[src/rtl/cpm_pkg.sv]
package cpm_pkg;

    typedef enum logic [2:0] {
        PK_NONE   = 3'd0,
        PK_SDP    = 3'd1,
        PK_CDP    = 3'd2,
        PK_DCP    = 3'd3,
        PK_DIV_A  = 3'd4,
        PK_DIV_B  = 3'd5,
        PK_PULLUP = 3'd6,
        PK_OPEN   = 3'd7
    } port_kind_e;

    typedef enum logic [1:0] {
        ST_WAIT,
        ST_HOLD,
        ST_DBP,
        ST_LOCKOUT
    } cpm_state_e;

    typedef struct packed {
        logic allow;
        logic found;
        logic close;
    } cpm_out_t;

endpackage

[src/rtl/cpm_decode.sv]
module cpm_decode
    import cpm_pkg::*;
(
    input  logic [2:0] kind,
    input  logic       batt,
    output cpm_out_t   res,
    output logic       is_chg
);
    always_comb begin
        res    = '0;
        is_chg = 1'b1;
        unique case (port_kind_e'(kind))
            PK_NONE:   is_chg = 1'b0;
            PK_SDP:    res = '{allow: 1'b1, found: 1'b0, close: batt};
            PK_CDP:    res = '{allow: 1'b1, found: 1'b1, close: batt};
            PK_DCP,
            PK_DIV_A,
            PK_DIV_B:  res = '{allow: 1'b1, found: 1'b1, close: 1'b0};
            PK_PULLUP,
            PK_OPEN:   res = '{allow: 1'b1, found: 1'b0, close: 1'b0};
            default:   is_chg = 1'b0;
        endcase
    end
endmodule

[src/rtl/cpm_dbp_timer.sv]
module cpm_dbp_timer #(
    parameter int unsigned LIMIT = 1920
) (
    input  logic clk,
    input  logic rst_n,
    input  logic run,
    input  logic clr,
    input  logic tick,
    output logic expire
);
    localparam int unsigned CNT_W = (LIMIT > 1) ? $clog2(LIMIT) : 1;
    localparam logic [CNT_W-1:0] LAST = CNT_W'(LIMIT - 1);

    logic [CNT_W-1:0] cnt_q;

    assign expire = run && tick && (cnt_q == LAST);

    always_ff @(posedge clk or negedge rst_n) begin
        if (!rst_n) begin
            cnt_q <= '0;
        end else if (clr || !run || expire) begin
            cnt_q <= '0;
        end else if (tick) begin
            cnt_q <= cnt_q + 1'b1;
        end
    end
endmodule

[src/rtl/cpm_rise.sv]
module cpm_rise (
    input  logic clk,
    input  logic rst_n,
    input  logic d,
    output logic rise
);
    logic d_q;

    always_ff @(posedge clk or negedge rst_n) begin
        if (!rst_n) d_q <= 1'b1;
        else        d_q <= d;
    end

    assign rise = d && !d_q;
endmodule

[src/rtl/charge_perm_ctl.sv]
module charge_perm_ctl
    import cpm_pkg::*;
#(
    parameter int unsigned DBP_TICKS = 1920
) (
    input  logic       clk,
    input  logic       rst_n,
    input  logic       vbus_ok,
    input  logic       class_done,
    input  logic [2:0] port_kind,
    input  logic       batt_good,
    input  logic       slow_tick,
    output logic       chg_ok_oe,
    output logic       chg_found,
    output logic       sw_close_oe,
    output logic       data_sw_en,
    output logic       redetect_req
);
    cpm_state_e state_q, state_d;
    cpm_out_t   out_q, dec_res;
    logic       dec_chg, has_chg_q, expire, batt_rise, redet_q;

    cpm_decode u_dec (
        .kind   (port_kind),
        .batt   (batt_good),
        .res    (dec_res),
        .is_chg (dec_chg)
    );

    cpm_dbp_timer #(.LIMIT(DBP_TICKS)) u_tmr (
        .clk    (clk),
        .rst_n  (rst_n),
        .run    (state_q == ST_DBP),
        .clr    (class_done),
        .tick   (slow_tick),
        .expire (expire)
    );

    cpm_rise u_rise (
        .clk   (clk),
        .rst_n (rst_n),
        .d     (batt_good),
        .rise  (batt_rise)
    );

    // next-state logic
    always_comb begin
        state_d = state_q;
        if (!vbus_ok) begin
            state_d = ST_WAIT;                              // drop
        end else begin
            unique case (state_q)
                ST_WAIT: begin
                    if (class_done)                          // accept
                        state_d = (dec_chg && !batt_good) ? ST_DBP : ST_HOLD;
                end
                ST_HOLD: begin
                    if (class_done)                          // reclassify
                        state_d = (dec_chg && !batt_good) ? ST_DBP : ST_HOLD;
                    else if (has_chg_q && !batt_good)        // arm
                        state_d = ST_DBP;
                end
                ST_DBP: begin
                    if (class_done)                          // reclassify
                        state_d = (dec_chg && !batt_good) ? ST_DBP : ST_HOLD;
                    else if (batt_good)                      // recover
                        state_d = ST_HOLD;
                    else if (expire)                         // expire
                        state_d = ST_LOCKOUT;
                end
                ST_LOCKOUT: begin
                    if (batt_rise)                           // restart
                        state_d = ST_WAIT;
                end
                default: state_d = ST_WAIT;
            endcase
        end
    end

    // state register
    always_ff @(posedge clk or negedge rst_n) begin
        if (!rst_n) state_q <= ST_WAIT;
        else        state_q <= state_d;
    end

    // registered outputs
    always_ff @(posedge clk or negedge rst_n) begin
        if (!rst_n) begin
            out_q     <= '0;
            has_chg_q <= 1'b0;
            redet_q   <= 1'b0;
        end else begin
            redet_q <= vbus_ok && (state_q == ST_LOCKOUT) && batt_rise;
            if (!vbus_ok) begin
                out_q     <= '0;
                has_chg_q <= 1'b0;
            end else if (class_done && state_q != ST_LOCKOUT) begin
                out_q     <= dec_res;
                has_chg_q <= dec_chg;
            end else if (state_q == ST_DBP && !batt_good && expire) begin
                out_q     <= '0;
                has_chg_q <= 1'b0;
            end
        end
    end

    assign chg_ok_oe    = out_q.allow;
    assign chg_found    = out_q.found;
    assign sw_close_oe  = out_q.close;
    assign data_sw_en   = out_q.close;
    assign redetect_req = redet_q;

endmodule

[config.mk]
export PLATFORM = sky130hd
export DESIGN_NAME = charge_perm_ctl
export DESIGN_NICKNAME = d
export VERILOG_FILES = /design/src/rtl/cpm_pkg.sv /design/src/rtl/cpm_decode.sv /design/src/rtl/cpm_dbp_timer.sv /design/src/rtl/cpm_rise.sv /design/src/rtl/charge_perm_ctl.sv
export SDC_FILE = /design/constraint.sdc
export NUM_CORES = 1
export LEC_CHECK = 0
export ABC_AREA = 1
export BUFFER_PORTS_ARGS = -buffer_cell sky130_fd_sc_hd__buf_2
export CORE_UTILIZATION = 30
export DETAILED_ROUTE_END_ITERATION = 16
export REMOVE_ABC_BUFFERS = 1
export SETUP_SLACK_MARGIN = 0.2
export SLEW_MARGIN = 0
export SYNTH_ARGS = -nofsm -noshare
export SYNTH_HDL_FRONTEND = slang
export SYNTH_HIERARCHICAL = 1
export SYNTH_SLANG_ARGS = --single-unit
[constraint.sdc]
create_clock -name clk -period 2 [get_ports clk]
set_clock_uncertainty 0.1 [all_clocks]
set_input_delay 0.3 -clock clk [delete_from_list [all_inputs] [get_ports clk]]
set_output_delay 0.3 -clock clk [all_outputs]
set_load 0.03 [all_outputs]
* Word level (Yosys, flattened, before mapping)
Index checks and enable logic that the tools add are counted.
** Cells by class
- Muxes and demuxes :: 20
- $add $sub $neg :: 1
- Equality and inequality tests :: 17
- Reduce and logical (&&, ||, !) cells :: 21
** Operators by type and width (count)
- $mux W11 :: 2
- $mux W2 :: 9
- $eq A3 B3 Y1 const B :: 4
- $pmux W3 S4 :: 1
- $add A11 B1 Y11 const B :: 1
- $eq A11 B11 Y1 const B :: 1
- $logic_and A1 B1 Y1 :: 10
- $mux W3 :: 3
- $pmux W2 S4 :: 1
- $eq A3 B2 Y1 const B :: 2
- $ne A3 B3 Y1 const B :: 2
- $ne A5 B5 Y1 const B :: 1
- $eq A2 B2 Y1 const B :: 2
- $mux W1 :: 4
- $ne A4 B4 Y1 const B :: 1
- $reduce_and A4 Y1 :: 1
- $eq A3 B1 Y1 const B :: 1
- $logic_not A1 Y1 :: 3
- $logic_not A3 Y1 :: 1
- $ne A3 B1 Y1 const B :: 1
- $reduce_or A3 Y1 :: 1
- $eq A2 B1 Y1 const B :: 1
- $logic_not A2 Y1 :: 1
- $logic_or A1 B1 Y1 :: 2
- other kinds (3) :: 3
** Storage, ports and cells
- Word-level logic and storage cells :: 67
- Flip-flop bits (word level) :: 19
- Bits of input ports :: 9
- Output and inout bits :: 5

* Longest topological paths before layout
Gate-level depths: netlist of the first run.
- Depth in word-level cells :: 8
- Gate-level depth with buffers :: 13
- Depth with buffers taken out :: 13

* Cells and area by module
The synthesis of the first run kept the hierarchy.
** Modules (own cells, without submodules)
- cpm_dbp_timer :: area an instance 683.2 µm², sequential area each 275.3 µm², cells each 83, instances 1
- charge_perm_ctl :: area an instance 460.4 µm², sequential area each 175.2 µm², cells each 68, instances 1
- cpm_decode :: area an instance 75.1 µm², sequential area each 0.0 µm², cells each 17, instances 1
- cpm_rise :: area an instance 36.3 µm², sequential area each 26.3 µm², cells each 3, instances 1

* Worst setup path after synthesis of the first run
OpenSTA, ideal clock, no wires.
- Path type :: reg2reg
- From :: register state_q[0]
- To :: register state_q[0]
- Data required time :: 1.779 ns
- Clock period less this slack :: 1.597 ns
- Cell stages (with the launch flop) :: 13
- Path slack :: 0.403 ns
- Setup time :: 0.121 ns
- Data arrival time :: 1.376 ns
- Path buffers :: 0
- Path through :: dfrtp_1 > inv_2 > nand2_1 > inv_2 > nand2_1 > nor2_1 > nand3_4 > inv_1 > nor2_1 > nand3_2 > nand3_2 > nand2_1 > o21ai_1
** Between the ends
- Cells in the longest elaborated chain, start to end :: 5
- Elaborated cells between the ends (all ways) :: 13
- Those cells by class :: 7 x eq/ne; 2 x mux; 4 x reduce/logical
** RTL lines
- start: declaration :: line charge_perm_ctl.sv:19 : cpm_state_e state_q, state_d;
- start signal: assignment :: line charge_perm_ctl.sv:83 : else state_q <= state_d;
- $eq A2 B2 Y1 :: line charge_perm_ctl.sv:33 : .run (state_q == ST_DBP),
- $logic_and A1 B1 Y1 (2 in a row) :: line cpm_dbp_timer.sv:16 : assign expire = run && tick && (cnt_q == LAST);
- net expire :: line charge_perm_ctl.sv:21 : logic dec_chg, has_chg_q, expire, batt_rise, redet_q;
- $ne A5 B5 Y1 (no source line)
- $reduce_and A4 Y1 (no source line)
The timed path passes the listed nets, and every way through them passes these cells.
A chain may end at the register's enable or synchronous reset.

* Worst setup path after layout of the first run
Same ends and word-level chain as after synthesis.

==> reports/metrics.yaml, run 1 <==
status: "finished, final reports clean"
worstPathArrival_ns: 1.72
clock_sinks: 19
chipHeight_um: 66.7
pwr-share-clk_pct: 27.9
drc_errors: 0
worstPathRequired_ns: 2.05
port_buffers: 13
fmax_mhz: 598
overflow: 0
netlist_area_sq_um: 1250
cts_buffers: 3
insertion_delay_ns: 0.26
start_util_pct: 31.4
vias: 1082
synth.avg_cell_area_sq_um: 7.34
antenna_found_initial: 0
setup.worst_path.end_class: "flop"
drt-wirelength-per-cell_um: 10.2
powerDensity_nw_per_um2: 696
switching_share_pct: 34.8
n_antenna_cell: 0
critPathMaxFanout: 9
start_kind: "flop"
peakVddDrop_mv: 0.205
ys_types: 26
gp_congestion: 0.831
maxCapViolCount: 0
yosysSeqAreaShare_pct: 38.0
mostFrequentLayoutCell: "nand2_1"
tns_ns: 0
utilization_pct: 36.0
rows: 23
combPwrFrac_pct: 27.0
reg2regPathDepth: 12
power_frac_seq_pct: 45.1
hpwl_mm: 1.77
period_share_pct: 83.7
synthCells: 171
clk_pin_slew_ns: 0.07
grt_max_degree: 20
cts.root.buffer_cell: "clkbuf_8"
rsz0062_at_grt: "no"
layout.nets: 201
yosys_warnings: 6
grt_first_pass_wirelength_mm: 4.15
viasPerCell: 4.53
die_w_um: 66.7
ys_ff_latch: 19
p_switching_uw: 349
drive_gt1_share_pct: 24.9
grt_pass1_vias: 933
final_cell_mix: "nand2_1 (42), inv_1 (23), nand3_1 (19), nor2_1 (19), dfrtp_1 (16)"
ios: 14
drtIter0Drc: 48
dr.pass1.iters: 4
worst_pin_slew_ns: 0.464
setup_viol: 0
cts_tree: "yes"
worstSetupPathType: "flop to flop"
p_int_uw: 653
synth_area_leader_cell: "dfrtp_1"
hold_class: "input pin to flop"
hold_path_depth: 1
wirelength_mm: 2.43
synthTopCellsByArea: "dfrtp_1 (36%), nand2_1 (13%), nand3_1 (7.6%)"
core_area_sq_um: 4000
p_leak_uw: 0.000751
dieArea_sq_um: 4450
slew_headroom_pct: 69.1
clock_path_buffers: 2
hold_viol_final: 0
area_delta_synth_final_pct: 14.9
htree_levels: 1
track_usage_pct: 12.7
drv_slew: 0
antenna_left: 0
fin_crit_ns: 1.67
yosys.area.top_type_share_pct: 35.9
kinds of logic after synthesis:
| kind of cell | count (synthesis) | share of synthesized area (%) |
|---|---|---|
| adders and majority gates | 2 | 1.99 |
| and+or+nand+nor | 110 | 45.0 |
| buffers and inverters | 31 | 10.5 |
| DFF | 19 | 38.0 |
| AOI/OAI and AO/OA | 6 | 2.49 |
| xor gates and xnor gates | 3 | 2.09 |
layer usage:
metal | GRT usage (%) | part of all wire [%] | vias up
met5 | 0 | 0 | -
met4 | 5.59 | 1.6 | 0
met3 | 3.08 | 4.3 | 4
met2 | 19.6 | 44 | 22
met1 | 16.6 | 50 | 479
li1 | - | - | 577
cells in the mapped netlist:
library cell,instances
dfrtp_1,18
nand2_4,1
nor2_1,20
a31oi_1,1
ha_1,2
nor2_2,7
nor3_1,1
xor2_1,2
nand3_4,1
buf_4,2
inv_2,5
o21ai_1,1
nand2_1,43
a21oi_1,4
nand4_1,8
nand3_1,19
nor2_8,1
nand3_2,3
xnor2_1,1
buf_6,1
and3_1,1
inv_1,23
nor3_2,2
or2_2,1
nor2_4,2
dfstp_2,1
worst paths after layout:
path / from / endpoint / slack (ns)
max: state_q[0] / state_q[0] / 0.33
min: batt_good / u_rise/d_q / 0.1
max reg2reg: state_q[0] / state_q[0] / 0.33
min reg2reg: chg_ok_oe / chg_ok_oe / 0.40
max in group asynchronous: rst_n / u_rise/d_q / 1.04
min in group asynchronous: rst_n / u_tmr/cnt_q[10] / 0.41
stage by stage:
step	hold slack (ns)	power (uW)	instance area [sq um]	setup WS [ns]	instances
after floorplan	-0.0956	639	1230	0.403	168
after global placement	0.168	710	1360	0.300	231
after detailed placement	0.174	711	1360	0.265	231
after CTS	0.0884	997	1410	0.249	236
after global routing	0.0834	1070	1440	0.209	239
final	0.0950	1000	1440	0.326	239
critical path, stage by stage, from the launching register on:
cell	delay, ns
dfrtp_2	0.44
inv_2	0.08
nand2_1	0.08
inv_2	0.08
nand2_1	0.06
nor2_2	0.12
nand3_4	0.14
inv_1	0.10
nor2_1	0.05
nand3_2	0.08
nand3_2	0.10
nand2_1	0.06
o21ai_1	0.06
cell type report:
class / count / area, sq um
Inverter: 28 / 105
Timing Repair Buffer: 17 / 97.6
Fill cell: 425 / 2560
Multi-Input combinational cell: 121 / 652
Sequential cell: 19 / 479
Tap cell: 50 / 62.6
Clock buffer: 4 / 45.0
power by group through the flow:
| stage | Sequential [uW] | Clock, uW | Combinational [uW] |
|---|---|---|---|
| detailed placement | 456 | 0 | 254 |
| global placement | 457 | 0 | 253 |
| floorplan | 464 | 0 | 175 |
| finish | 452 | 280 | 271 |
| CTS | 450 | 292 | 255 |
| global route | 457 | 306 | 307 |
state kept, by name (all words and copies together), names as in the netlist:
signal,flops
u_tmr/cnt_q,11
chg_ok_oe,1
redetect_req,1
u_rise/d_q,1
chg_found,1
state_q,2
has_chg_q,1
data_sw_en,1
repair_timing:
item	in CTS	in global routing
hold buffers	1	0
hold endpoints to repair	18	0
setup endpoints to repair	0	6
setup buffers	0	3
gates resized for setup	0	4
No activity file was read; power rests on OpenSTA's default activity.
==> inputs of run 2 (changes only) <==
==> constraint.sdc (replaced) <==
create_clock -name clk -period 1.6 [get_ports clk]
set_clock_uncertainty 0.1 [all_clocks]
set_input_delay 0.24 -clock clk [delete_from_list [all_inputs] [get_ports clk]]
set_output_delay 0.24 -clock clk [all_outputs]
set_load 0.03 [all_outputs]
==> run 2 against run 1 <==
  * Global-route usage grew 0.74 points
  * Power grew 44%
  * First-iteration DRC count grew 10%
  * Clock power grew 26%
  * Utilization grew 5.8 points
  * Worst setup slack lost 0.19 ns
  * Count of clock-buffer cells in the layout shrank 1
  * Routed wire length grew 15%
  * Critical endpoint is now state_q[1]
  * Largest power group is now combinational logic
==> reports/metrics.yaml, run 2 (synthesis results as in run 1) <==
fin_cells: 253
post-route-worst-setup-slack_ns: 0.137
dr.pass1.iters: 4
area_delta_synth_final_pct: 33.2
dieArea_sq_um: 4450
period_share_pct: 91.4
maxCapViolCount: 0
hpwl_mm: 1.93
multi_input_area_sq_um: 766
ios: 14
antenna_found_initial: 0
rsz0062_at_grt: "yes"
drive_gt1_share_pct: 40.9
setup.worst_path.end_class: "flop"
peakVddDrop_mv: 0.385
start_kind: "flop"
top_regs: "u_tmr/cnt_q: 11 flops, state_q: 2 flops"
overflow: 0
mostFrequentLayoutCell: "nand2_1"
clock_path_buffers: 2
worstSetupPathType: "flop to flop"
worstPathArrival_ns: 1.53
hold_class: "input pin to flop"
drv_slew: 0
setup_viol: 0
chipHeight_um: 66.7
cp_cell_sequence: "ha_2 > nand2_2 > nor2_4 > nand3_4 > inv_2 > nor2_2 > nand3_2 > nand2_2 > nor2_1 > nand2_1 > nand2_1"
gp_congestion: 0.818
rrSetupSlack_ns: 0.14
cp-endpoint: "state_q[1]"
reg2reg_to: "state_q[1]"
rows: 23
critPathMaxFanout: 2
largest_reg_flops: 11
core_area_sq_um: 4000
cts_tree: "yes"
antenna_left: 0
tns_ns: 0
start_util_pct: 31.4
fin_crit_ns: 1.46
cts_buffers: 3
largest_register: "u_tmr/cnt_q"
cts.root.buffer_cell: "clkbuf_8"
reg2regPathDepth: 11
htree_levels: 1
grt_pass1_vias: 1031
wirelength_mm: 2.80
drt-wirelength-per-cell_um: 11.1
drc_errors: 0
insertion_delay_ns: 0.26
n_antenna_cell: 0
grt_max_degree: 20
regToRegStartpoint: "u_tmr/cnt_q[0]"
clock_sinks: 19
status: "finished, final reports clean"
clk_pin_slew_ns: 0.08
worstPathRequired_ns: 1.66
fmax_mhz: 684
port_buffers: 13
post-place-ws_ns: 0.0451
drtIter0Drc: 53
placedCellCount: 238
worst_pin_slew_ns: 0.440
regArea_sq_um: 477
crit_start: "u_tmr/cnt_q[0]"
vias: 1178
track_usage_pct: 13.4
crit_path_max_incr_delay_ns: 0.39
slowest_stage: "dfrtp_1"
p_leak_uw: 0.000824
hold_viol_final: 0
die_w_um: 66.7
fillCellCount: 415
layout.nets: 215
grt_first_pass_wirelength_mm: 4.51
powerDensity_nw_per_um2: 865
final_cell_mix: "nand2_1 (35), inv_1 (20), dfrtp_1 (18)"
viasPerCell: 4.66
slew_headroom_pct: 70.7
[run 2: cell count changes in the layout (fill, tap and decap cells not counted), sizes merged]
cell / before / now
clkinvlp: 0 / 1
clkbuf: 4 / 3
buf: 16 / 30
[run 2: how the worst min path moves through the flow]
stage | from | to | slack, ns | depth (start not counted)
after floorplan | rst_n | chg_found | -0.16 | 0
after detailed placement | rst_n | u_tmr/cnt_q[6] | 0.11 | 1
after CTS | batt_good | u_rise/d_q | 0.02 | 1
after global placement | rst_n | u_tmr/cnt_q[5] | 0.11 | 1
final | batt_good | u_rise/d_q | 0.04 | 1
after global routing | batt_good | u_rise/d_q | 0.02 | 1
[run 2: stage by stage]
| step | hold slack [ns] | util, % | power (uW) | area (sq um) |
|---|---|---|---|---|
| 6_report | 0.0389 | 41.8 | 1450 | 1670 |
| 5_1_grt | 0.0232 | 41.8 | 1550 | 1670 |
| 4_1_cts | 0.0229 | 38.0 | 1360 | 1520 |
| 3_5_place_dp | 0.112 | 35.2 | 934 | 1410 |
| 3_3_place_gp | 0.111 | 35.2 | 932 | 1410 |
| 2_1_floorplan | -0.156 | - | 799 | 1230 |
[run 2: what timing repair did]
| action | CTS | global route |
|---|---|---|
| hold buffers | 1 | 0 |
| buffers inserted | 5 | 5 |
| pin swaps | 5 | 19 |
| resized for setup | 6 | 30 |
| hold endpoints to repair | 18 | 0 |
| endpoints found under the setup margin | 17 | 17 |
[run 2: metal layers]
metal	vias to the layer above	global-route usage, %	wire length [um]
li1	601	-	-
met2	22	23.1	1400
met1	553	16.5	1270
met4	0	3.19	11
met5	-	0	0
met3	2	3.60	113
[run 2: critical path, delay by kind of cell (launching register included)]
kind	cells	cell delay, ns
adder cells (fa/ha/maj)	1	0.20
buffers and inverters	1	0.04
flip-flops	1	0.39
AND/OR/NAND/NOR	9	0.64
[run 2: area by class of cell]
class | instances | share of cell area [%]
inverters | 28 | 6.44
well taps | 50 | 3.74
clock inverters | 1 | 0.449
multi-input cells | 121 | 45.8
repair buffers | 31 | 12.6
flip-flops and latches | 19 | 28.5
clock buffers | 3 | 2.47
[run 2: report_power, final]
part	total, uW	switching [uW]	internal [uW]	leakage [uW]
registers	539	22.4	517	0.000257
clock network	353	178	176	0.0000217
logic	553	313	241	0.000545
total	1450	513	933	0.000824
==> inputs of run 3 (changes only) <==
--- a/config.mk
+++ b/config.mk
@@ -14,5 +14,4 @@
 export SLEW_MARGIN = 0
 export SYNTH_ARGS = -nofsm -noshare
 export SYNTH_HDL_FRONTEND = slang
-export SYNTH_HIERARCHICAL = 1
 export SYNTH_SLANG_ARGS = --single-unit
==> constraint.sdc (replaced) <==
create_clock -name clk -period 1.3 [get_ports clk]
set_clock_uncertainty 0.1 [all_clocks]
set_input_delay 0.195 -clock clk [delete_from_list [all_inputs] [get_ports clk]]
set_output_delay 0.195 -clock clk [all_outputs]
set_load 0.03 [all_outputs]
==> run 3 against run 2 <==
  * The run now ends with setup timing left
  * Utilization decreased by 0.72 points
  * Flip-flop and latch count unchanged
  * Sequential power increased by 17%
  * Via count decreased by 11%
  * Clock power decreased by 13%
  * Synthesized area decreased by 15%
  * Count of clock-buffer cells in the layout unchanged
  * Worst setup slack got worse by 0.31 ns
  * First-iteration DRC count decreased by 42%
  * Highest routed layer unchanged
==> reports/metrics.yaml, run 3 <==
viasPerCell: 4.67
drtIter0Drc: 31
start_util_pct: 31.8
largest_register: "u_tmr.cnt_q"
drt-wirelength-per-cell_um: 10.6
synth_edf_count: 0
overflow: 0
whs_ns: 0.0880
ys_types: 24
hold_viol_final: 0
drive_gt1_share_pct: 24.2
critPathMaxFanout: 3
synthTopCellsByCount: "nand2_1 (40), nor2_1 (22), dfrtp_1 (18), inv_1 (16), nand3_1 (13)"
track_usage_pct: 15.5
die_w_um: 61.7
top_regs: "u_tmr.cnt_q: 11 flops, state_q: 2 flops"
rows: 21
cts_buffers: 3
p_leak_uw: 0.000683
worstSetupPathType: "flop to flop"
core_area_sq_um: 3360
hold_class: "input pin to flop"
setup_viol: 17
synth_area_leader_cell: "dfrtp_1"
yosys.area.top_type_share_pct: 42.1
clk_pin_slew_ns: 0.12
slew_headroom_pct: 69.7
chipHeight_um: 61.7
largest_reg_flops: 11
fmax_mhz: 681
p_total_uw: 1170
period_share_pct: 113
ys_ff_latch: 19
setup.worst_path.end_class: "flop"
cts_tree: "yes"
netlist_area_sq_um: 1070
clock_sinks: 19
antenna_left: 0
cts.root.buffer_cell: "clkbuf_4"
clock_path_buffers: 2
gp_congestion: 0.844
mostFrequentLayoutCell: "nand2_1"
synthTopCellsByArea: "dfrtp_1 (42%), nand2_1 (14%), nor2_1 (7.7%)"
worstPathRequired_ns: 1.40
powerDensity_nw_per_um2: 848
start_kind: "flop"
dieArea_sq_um: 3810
yosys_warnings: 0
insertion_delay_ns: 0.30
violations: "setup timing"
dr.pass1.iters: 4
port_buffers: 13
final_cell_mix: "nand2_1 (39), nor2_1 (22), dfrtp_1 (18)"
reg2regPathDepth: 10
yosysSeqAreaShare_pct: 44.6
vias: 1046
wirelength_mm: 2.39
async_flop_share_pct: 100
htree_levels: 1
antenna_found_initial: 0
synthCells: 146
layout.nets: 189
grt_pass1_vias: 1051
hpwl_mm: 1.82
hold_path_depth: 4
grt_first_pass_wirelength_mm: 4.28
post-route-worst-setup-slack_ns: -0.168
n_antenna_cell: 0
fin_crit_ns: 1.47
synth_flop_cell: "dfrtp_1"
drc_errors: 0
area_delta_synth_final_pct: 29.1
ios: 14
grt_max_degree: 20
synth_most_common_cell: "nand2_1"
drv_slew: 0
worst_pin_slew_ns: 0.454
rsz0062_at_grt: "yes"
status: "complete, but fails checks"
maxCapViolCount: 0
peakVddDrop_mv: 0.415
synth.avg_cell_area_sq_um: 7.33
worstPathArrival_ns: 1.57
==> run 3: changes by cell type after synthesis, sizes merged, moves of 2 or more <==
cell,change
a21oi,+4
inv,-10
nand2,-2
nand3,-8
nand4,-5
nor2,-7
o21ai,+3
==> run 3: final timing paths <==
kind | startpoint | to | slack [ns]
worst max-delay path | u_tmr.cnt_q[1] | state_q[1] | -0.17
worst min-delay path | port_kind[2] | chg_found | 0.09
worst max register to register | u_tmr.cnt_q[1] | state_q[1] | -0.17
worst min register to register | u_tmr.cnt_q[9] | u_tmr.cnt_q[9] | 0.43
max in group asynchronous | rst_n | u_rise.d_q | 0.49
min in group asynchronous | rst_n | data_sw_en | 0.26
==> run 3: final cells by class <==
cell class              instances  area [sq um]
repair buffers                 30           229
flip-flops and latches         19           477
inverters                      18          67.6
well taps                      46          57.6
fillers                       366          1980
clock buffers                   3          22.5
clock inverters                 1          5.00
multi-input cells             107           523
==> run 3: cells by family (layout without fill, tap and decap cells) <==
family          after synthesis  after routing  synth area share (%)
simple gates                 88             88                  36.4
buf+inv                      20             52                  7.49
flops                        19             19                  44.6
compound gates               13             13                  6.32
xor+xnor                      5              5                  4.09
fa+ha+maj                     1              1                  1.17
==> run 3: worst max-delay path, stage by stage, from the launching register on <==
cell     delay [ns]
dfrtp_1        0.38
ha_2           0.21
nand3_2        0.11
nor2_4         0.12
nand3_2        0.09
nand2_1        0.07
nand2_1        0.05
nand2_2        0.07
nand2_2        0.05
nand2_1        0.06
nand2_1        0.05
==> run 3: power by group <==
group / switching (uW) / total (uW) / internal, uW
Sequential: 13.5 / 628 / 615
Combinational: 137 / 236 / 99.2
Clock: 192 / 306 / 115
Total: 342 / 1170 / 829
==> run 3: stage by stage <==
stage / setup slack [ns] / area [sq um] / cells / TNS [ns] / utilization (%)
global placement: -0.113 / 1280 / 216 / -1.23 / 38.0
CTS: -0.181 / 1370 / 223 / -2.11 / 40.8
global route: -0.311 / 1380 / 224 / -3.67 / 41.1
floorplan: -0.112 / 1060 / 144 / -0.561 / -
detailed placement: -0.188 / 1280 / 216 / -2.37 / 38.0
finish: -0.168 / 1380 / 224 / -1.95 / 41.1
==> run 3: repair_timing <==
action,in CTS,in global routing
endpoints found under the hold margin,19,0
setup endpoints to repair,22,22
pin swaps,2,2
setup buffers,1,1
hold buffers,2,0
resized for setup,13,0
==> run 3: layer usage <==
layer | part of all wire [%] | global-route usage [%] | routed length [um] | vias to the layer above
li1 | - | - | - | 520
met1 | 42 | 17.0 | 1010 | 488
met2 | 52 | 28.9 | 1240 | 32
met3 | 3.9 | 2.28 | 92 | 6
met4 | 1.8 | 7.94 | 44 | 0
met5 | 0 | 0 | 0 | -
